--- src/rtl/pkt_tx_pkg.sv ---
package pkt_tx_pkg;

    typedef enum logic [2:0] {
        ST_IDLE,
        ST_PRE,
        ST_DELIM,
        ST_LEN,
        ST_MAC,
        ST_CHK_LO,
        ST_CHK_HI
    } txf_state_e;

    localparam int          CHK_W        = 16;
    localparam logic [15:0] CHK_POLY_REF = 16'h8408;
    localparam logic [15:0] CHK_SEED     = 16'h0000;

endpackage

--- src/rtl/pkt_tx_lenchk.sv ---
module pkt_tx_lenchk #(
    parameter int LW      = 8,
    parameter int MIN_LEN = 5,
    parameter int MAX_LEN = 127
) (
    input  logic [LW-1:0] len_i,
    output logic          ok_o
);
    assign ok_o = (len_i >= LW'(MIN_LEN)) && (len_i <= LW'(MAX_LEN));
endmodule

--- src/rtl/pkt_tx_crc.sv ---
module pkt_tx_crc
    import pkt_tx_pkg::*;
#(
    parameter int                DW   = 8,
    parameter int                CW   = CHK_W,
    parameter logic [CW-1:0]     POLY = CHK_POLY_REF,
    parameter logic [CW-1:0]     SEED = CHK_SEED
) (
    input  logic          clk,
    input  logic          rst_n,
    input  logic          clr_i,
    input  logic          upd_i,
    input  logic [DW-1:0] din_i,
    output logic [CW-1:0] crc_o
);
    logic [CW-1:0] crc_q;
    logic [CW-1:0] stage [DW+1];

    assign stage[0] = crc_q;

    // one shift step per data bit, least significant bit first
    for (genvar b = 0; b < DW; b++) begin : g_bit
        assign stage[b+1] = (stage[b][0] ^ din_i[b]) ? ((stage[b] >> 1) ^ POLY)
                                                     : (stage[b] >> 1);
    end

    always_ff @(posedge clk) begin
        if (!rst_n)     crc_q <= SEED;
        else if (clr_i) crc_q <= SEED;
        else if (upd_i) crc_q <= stage[DW];
    end

    assign crc_o = crc_q;

    p_crc_idle_hold_r7: assert property (@(posedge clk) disable iff (!rst_n)
        (!clr_i && !upd_i) |=> $stable(crc_o));
endmodule

--- src/rtl/pkt_tx_fsm.sv ---
module pkt_tx_fsm
    import pkt_tx_pkg::*;
#(
    parameter int          DW        = 8,
    parameter int          LW        = 8,
    parameter int          CW        = CHK_W,
    parameter int          PRE_BYTES = 4,
    parameter logic [7:0]  PRE_VAL   = 8'h00,
    parameter logic [7:0]  DELIM_VAL = 8'hA7
) (
    input  logic          clk,
    input  logic          rst_n,
    input  logic          start_i,
    input  logic [LW-1:0] len_i,
    input  logic          len_ok_i,
    input  logic [DW-1:0] in_data_i,
    input  logic          in_valid_i,
    input  logic [CW-1:0] crc_i,
    output logic          in_ready_o,
    output logic [DW-1:0] out_data_o,
    output logic          out_valid_o,
    output logic          out_sof_o,
    output logic          out_eof_o,
    output logic          len_err_o,
    output logic          crc_clr_o,
    output logic          crc_upd_o,
    output txf_state_e    state_o
);
    localparam int CHK_BYTES = CW / DW;
    localparam int PCW       = $clog2(PRE_BYTES + 1);
    localparam logic [PCW-1:0] PRE_LAST = PCW'(PRE_BYTES - 1);

    txf_state_e    state_q, state_d;
    logic [PCW-1:0] pre_cnt_q;
    logic [LW-1:0]  len_q;
    logic [LW-1:0]  mac_left_q;
    logic           err_q;
    logic           accept, reject, mac_xfer;

    assign accept   = (state_q == ST_IDLE) && start_i && len_ok_i;
    assign reject   = (state_q == ST_IDLE) && start_i && !len_ok_i;
    assign mac_xfer = (state_q == ST_MAC) && in_valid_i;

    // next-state logic
    always_comb begin
        state_d = state_q;
        unique case (state_q)
            ST_IDLE:   if (accept) state_d = ST_PRE;
            ST_PRE:    if (pre_cnt_q == PRE_LAST) state_d = ST_DELIM;
            ST_DELIM:  state_d = ST_LEN;
            ST_LEN:    state_d = ST_MAC;
            ST_MAC:    if (mac_xfer && mac_left_q == LW'(1)) state_d = ST_CHK_LO;
            ST_CHK_LO: state_d = ST_CHK_HI;
            ST_CHK_HI: state_d = ST_IDLE;
            default:   state_d = ST_IDLE;
        endcase
    end

    // state and datapath registers
    always_ff @(posedge clk) begin
        if (!rst_n) begin
            state_q    <= ST_IDLE;
            pre_cnt_q  <= '0;
            len_q      <= '0;
            mac_left_q <= '0;
            err_q      <= 1'b0;
        end else begin
            state_q <= state_d;
            err_q   <= reject;
            if (accept) begin
                len_q      <= len_i;
                mac_left_q <= len_i - LW'(CHK_BYTES);
                pre_cnt_q  <= '0;
            end
            if (state_q == ST_PRE) pre_cnt_q <= pre_cnt_q + PCW'(1);
            if (mac_xfer)          mac_left_q <= mac_left_q - LW'(1);
        end
    end

    // outputs
    always_comb begin
        out_data_o  = '0;
        out_valid_o = 1'b0;
        out_sof_o   = 1'b0;
        out_eof_o   = 1'b0;
        in_ready_o  = 1'b0;
        unique case (state_q)
            ST_IDLE: ;
            ST_PRE: begin
                out_data_o  = DW'(PRE_VAL);
                out_valid_o = 1'b1;
                out_sof_o   = (pre_cnt_q == '0);
            end
            ST_DELIM: begin
                out_data_o  = DW'(DELIM_VAL);
                out_valid_o = 1'b1;
            end
            ST_LEN: begin
                out_data_o  = DW'(len_q);
                out_valid_o = 1'b1;
            end
            ST_MAC: begin
                in_ready_o  = 1'b1;
                out_data_o  = in_data_i;
                out_valid_o = in_valid_i;
            end
            ST_CHK_LO: begin
                out_data_o  = crc_i[DW-1:0];
                out_valid_o = 1'b1;
            end
            ST_CHK_HI: begin
                out_data_o  = crc_i[2*DW-1:DW];
                out_valid_o = 1'b1;
                out_eof_o   = 1'b1;
            end
            default: ;
        endcase
    end

    assign len_err_o = err_q;
    assign crc_clr_o = accept;
    assign crc_upd_o = mac_xfer;
    assign state_o   = state_q;

    p_sof_after_idle_r2: assert property (@(posedge clk) disable iff (!rst_n)
        out_sof_o |-> $past(state_q) == ST_IDLE);
    p_delim_after_pre_r3: assert property (@(posedge clk) disable iff (!rst_n)
        (state_q == ST_DELIM) |-> ($past(state_q) == ST_PRE && $past(pre_cnt_q) == PRE_LAST));
    p_len_stable_r4: assert property (@(posedge clk) disable iff (!rst_n)
        (state_q != ST_IDLE && $past(state_q) != ST_IDLE) |-> $stable(len_q));
    p_chk_after_mac_r5: assert property (@(posedge clk) disable iff (!rst_n)
        (state_q == ST_CHK_LO) |-> ($past(state_q) == ST_MAC && $past(in_valid_i)));
    p_eof_then_idle_r7: assert property (@(posedge clk) disable iff (!rst_n)
        out_eof_o |=> state_q == ST_IDLE);
    p_err_stays_idle_r9: assert property (@(posedge clk) disable iff (!rst_n)
        len_err_o |-> (state_q == ST_IDLE && !out_valid_o));
    p_markers_excl_r7: assert property (@(posedge clk) disable iff (!rst_n)
        $onehot0({out_sof_o, out_eof_o}));
endmodule

--- src/rtl/pkt_tx_framer.sv ---
module pkt_tx_framer
    import pkt_tx_pkg::*;
#(
    parameter int DW        = 8,
    parameter int LW        = 8,
    parameter int PRE_BYTES = 4,
    parameter int MIN_LEN   = 5,
    parameter int MAX_LEN   = 127
) (
    input  logic          clk,
    input  logic          rst_n,
    input  logic          start_i,
    input  logic [LW-1:0] len_i,
    output logic          len_err_o,
    input  logic [DW-1:0] in_data_i,
    input  logic          in_valid_i,
    output logic          in_ready_o,
    output logic [DW-1:0] out_data_o,
    output logic          out_valid_o,
    output logic          out_sof_o,
    output logic          out_eof_o
);
    localparam int CW = CHK_W;

    logic          len_ok;
    logic          crc_clr, crc_upd;
    logic [CW-1:0] crc;
    txf_state_e    state;

    pkt_tx_lenchk #(
        .LW(LW), .MIN_LEN(MIN_LEN), .MAX_LEN(MAX_LEN)
    ) u_lenchk (
        .len_i (len_i),
        .ok_o  (len_ok)
    );

    pkt_tx_crc #(
        .DW(DW), .CW(CW)
    ) u_crc (
        .clk   (clk),
        .rst_n (rst_n),
        .clr_i (crc_clr),
        .upd_i (crc_upd),
        .din_i (in_data_i),
        .crc_o (crc)
    );

    pkt_tx_fsm #(
        .DW(DW), .LW(LW), .CW(CW), .PRE_BYTES(PRE_BYTES)
    ) u_fsm (
        .clk         (clk),
        .rst_n       (rst_n),
        .start_i     (start_i),
        .len_i       (len_i),
        .len_ok_i    (len_ok),
        .in_data_i   (in_data_i),
        .in_valid_i  (in_valid_i),
        .crc_i       (crc),
        .in_ready_o  (in_ready_o),
        .out_data_o  (out_data_o),
        .out_valid_o (out_valid_o),
        .out_sof_o   (out_sof_o),
        .out_eof_o   (out_eof_o),
        .len_err_o   (len_err_o),
        .crc_clr_o   (crc_clr),
        .crc_upd_o   (crc_upd),
        .state_o     (state)
    );

    p_crc_fresh_r8: assert property (@(posedge clk) disable iff (!rst_n)
        (state == ST_PRE && $past(state) == ST_IDLE) |-> crc == CHK_SEED);
    p_ready_busy_r10: assert property (@(posedge clk) disable iff (!rst_n)
        in_ready_o |-> !len_err_o);
endmodule

--- config.mk ---
export PLATFORM = sky130hd
export DESIGN_NAME = pkt_tx_framer
export DESIGN_NICKNAME = d
export VERILOG_FILES = /design/src/rtl/pkt_tx_pkg.sv /design/src/rtl/pkt_tx_lenchk.sv /design/src/rtl/pkt_tx_crc.sv /design/src/rtl/pkt_tx_fsm.sv /design/src/rtl/pkt_tx_framer.sv
export SDC_FILE = /design/constraint.sdc
export NUM_CORES = 1
export LEC_CHECK = 0
export ABC_AREA = 0
export BUFFER_PORTS_ARGS = -buffer_cell sky130_fd_sc_hd__buf_2
export CAP_MARGIN = 10
export CORE_MARGIN = 2
export CORE_UTILIZATION = 58
export DETAILED_ROUTE_END_ITERATION = 7
export GPL_TIMING_DRIVEN = 0
export HOLD_SLACK_MARGIN = 0.03
export PLACE_DENSITY_LB_ADDON = 0.2
export SYNTH_ARGS = -nofsm -noshare
export SYNTH_HDL_FRONTEND = slang
export SYNTH_SLANG_ARGS = --single-unit
export TNS_END_PERCENT = 10
--- constraint.sdc ---
create_clock -name clk -period 3.44 [get_ports clk]
set_clock_uncertainty 0.2 [all_clocks]
set_input_delay 0.172 -clock clk [delete_from_list [all_inputs] [get_ports clk]]
set_output_delay 0.172 -clock clk [all_outputs]
set_load 0.01 [all_outputs]
==> metrics.cfg <==
[outcome]
status=complete, no violations

[clocking]
clk_path_buf_depth=2
clkTransAtPathRegs_ps=90
postCtsSetupBuffers=0
htree_levels=2
clock-sinks=39
cts_tree=done
root_buffer=clkbuf_8
cts_buffers=5
clk_latency_ps=290

[global_routing]
grt_pass1_vias=2015
overflow=0
grt_usage_pct=28.6
grt_start_max_net_pins=15
grt_pass1_wl_um=9520
antenna_found_initial=0

[place]
portBuffers=31
gp_congestion=0.878
place_area_um2=2510
place_hpwl_um=4360

[sta]
finalHoldViolations=0
tightestPinTransition_ps=652
rsz0062_at_grt=no
post-route-period-util_pct=72.8
setup-violations-final=0
fin_crit_ps=2500
timing.fmax_ghz=0.399
fin_setup_tns_ps=0
final_max_slew_viol_count=0
max-slew-margin-rel_pct=56.1

[synth]
synth_top_family_by_area=compound AO/OA/AOI/OAI gates
ys_warn_count=0
syn_nets=313
synth_top_area_share_pct=34.0
netlist_area_um2=2290
synth_mux_area_share_pct=4.04
netlist_instances=287
synthXorXnorAreaFrac_pct=8.78
synth_simple_gate_area_share_pct=21.9
synthArstFlopShare_pct=0
synth_edf_count=0
postSynthAreaPerCell_um2=7.99
ys.flop_type=dfxtp_1
synth_compound_area_share_pct=22.1
synth_top_cells_by_area=dfxtp_1 (34%), xnor2_1 (7.6%), a21oi_1 (5.9%)
yosysSeqAreaShare_pct=34.0
synth_fa_ha_area_share_pct=3.27
synth_area_leader_cell=dfxtp_1
synth-seq-cells=39
synthDistinctLibCells=49

[layout]
drive_above_1_share_pct=14.3
regArea_um2=781
diodes=0
final_nets=360
postLayoutCellArea_um2=2690
layout_common_cells=dfxtp_1 (39), nand2_1 (35), buf_2 (33)
multiInputGateArea_um2=1380
syn_to_final_growth_pct=17.3
layout_commonest_cell=dfxtp_1
n_fill_cell=313

[pwr]
p_int_w=0.000671
power_frac_clock_pct=34.4
switching_power_w=0.000272
ir_drop_mv=0.414
powerDensity_nw_per_um2=350
leakage_nw=0.972
combPwrFrac_pct=15.5
swShare_pct=28.8
p_seq_share_pct=50.1

[floorplan]
rows=22
start_util_pct=61.3
die_h_um=66.9
die-area_um2=4470
ios=33
die_w_um=66.9
core-area_um2=3740

[critical_path]
critPathSlowestCell=nor4_1
critical-path-top-delay-family=buffers and inverters
critPathCaptureType=flip-flop
cp_max_fo=10
crit_buf_inv=3
cp.arrival_ps=2510
crit_chain=dlygate4sd3_1, buf_2, nor4_1, a211o_1, nand2_1, buf_2, a211oi_1
cpPeakStageDelay_ps=590
cp.required_ps=3450
start_kind=primary input
crit_type=primary input to flip-flop
crit_top_cell=buf_2

[detailed_routing]
drt_iter0_drc=222
wire_per_inst_um=15.6
drc=0
vias_per_cell=5.94
firstDrtPassIters=5
drtAntennaViolNets=0
dr_total_vias=2276
wirelength_um=5960

[hold_path]
hp-class=primary input to flip-flop

[flow_run]
maxCapViolations=0

[synth_stat cells, types with 2 or more instances]
cell type  number
inv_1          13
nor4_1          3
xor2_1          3
nor2b_1         5
o21ai_0        14
nor3b_1         2
dfxtp_1        39
o31ai_1         3
a211oi_1       10
a22oi_1         2
xnor2_1        20
nor2_1         19
nor3_1          4
and3_1          2
clkbuf_1       12
mux2_2          2
a22o_1          3
a2bb2oi_1       3
a21oi_1        27
ha_1            6
a31oi_1         6
or4_1           3
nand2_1        35
buf_1           3
buf_2           2
nand2b_1        4
mux2i_1         7
o311a_1         2
or3_1           5
nand3_1         9
[layer usage]
metal | up-vias | global-route usage (%) | part of all wire (%)
met5 | - | 0 | 0
met4 | 0 | 5.36 | 0.86
met3 | 8 | 5.74 | 6.4
met2 | 88 | 47.1 | 47
met1 | 1060 | 38.8 | 46
li1 | 1120 | - | -
[cell families after synthesis]
| group | Yosys count |
|---|---|
| simple gates | 99 |
| compound gates | 79 |
| buf+inv | 32 |
| flops | 39 |
| xor+xnor | 23 |
| mux | 9 |
| fa+ha+maj | 6 |
[worst paths after layout]
path                            cells past startpoint         endpoint  slack (ps)        startpoint
worst max-delay path                                7  u_crc.crc_o[15]         940          len_i[3]
worst min register to register                      2   u_fsm.len_q[0]         260    u_fsm.len_q[0]
worst min-delay path                                3  u_fsm.len_err_o         110           start_i
worst max register to register                      5  u_crc.crc_o[15]        1180  u_fsm.state_o[0]
[power by group through the flow]
stage | sequential (W) | clock, W | combinational [W]
4_1_cts | 0.000472 | 0.000328 | 0.000143
6_report | 0.000472 | 0.000324 | 0.000146
3_3_place_gp | 0.000482 | 0 | 0.000133
5_1_grt | 0.000474 | 0.000342 | 0.000160
2_1_floorplan | 0.000480 | 0 | 0.0000929
3_5_place_dp | 0.000483 | 0 | 0.000134
[tightest hold or removal path, delay by kind of cell]
| family | cells | cell delay (ps) |
|---|---|---|
| buffers and inverters | 1 | 100 |
| AND/OR/NAND/NOR | 2 | 280 |
[sequential cells by signal, summed over array words and instances (netlist names)]
register,flops
u_fsm.len_q,8
u_fsm.mac_left_q,8
u_crc.crc_o,16
u_fsm.state_o,3
u_fsm.len_err_o,1
u_fsm.pre_cnt_q,3
[repair_timing]
action | 4_1_cts | 5_1_grt
endpoints found under the hold margin | 11 | 0
hold buffers | 9 | 0
gates resized for setup | 0 | 0
[final cells by class]
cell class	instances	area share (%)
clock buffers	5	2.56
flip-flops and latches	39	29.0
clock inverters	3	0.883
multi-input cells	216	51.2
inverters	13	1.81
well taps	48	2.23
repair buffers	40	9.11
plain buffers	19	3.16
[per-stage QoR]
stage	hold slack, ps	utilization (%)	worst slack, ps	power [W]	std cells
finish	106	71.9	937	0.000942	383
global route	104	71.9	783	0.000976	383
CTS	92.2	71.9	1000	0.000943	383
detailed placement	251	67.0	1220	0.000617	366
global placement	248	67.0	1200	0.000615	366
floorplan	108	-	1510	0.000573	287
Power figures use the tool's default switching activity.
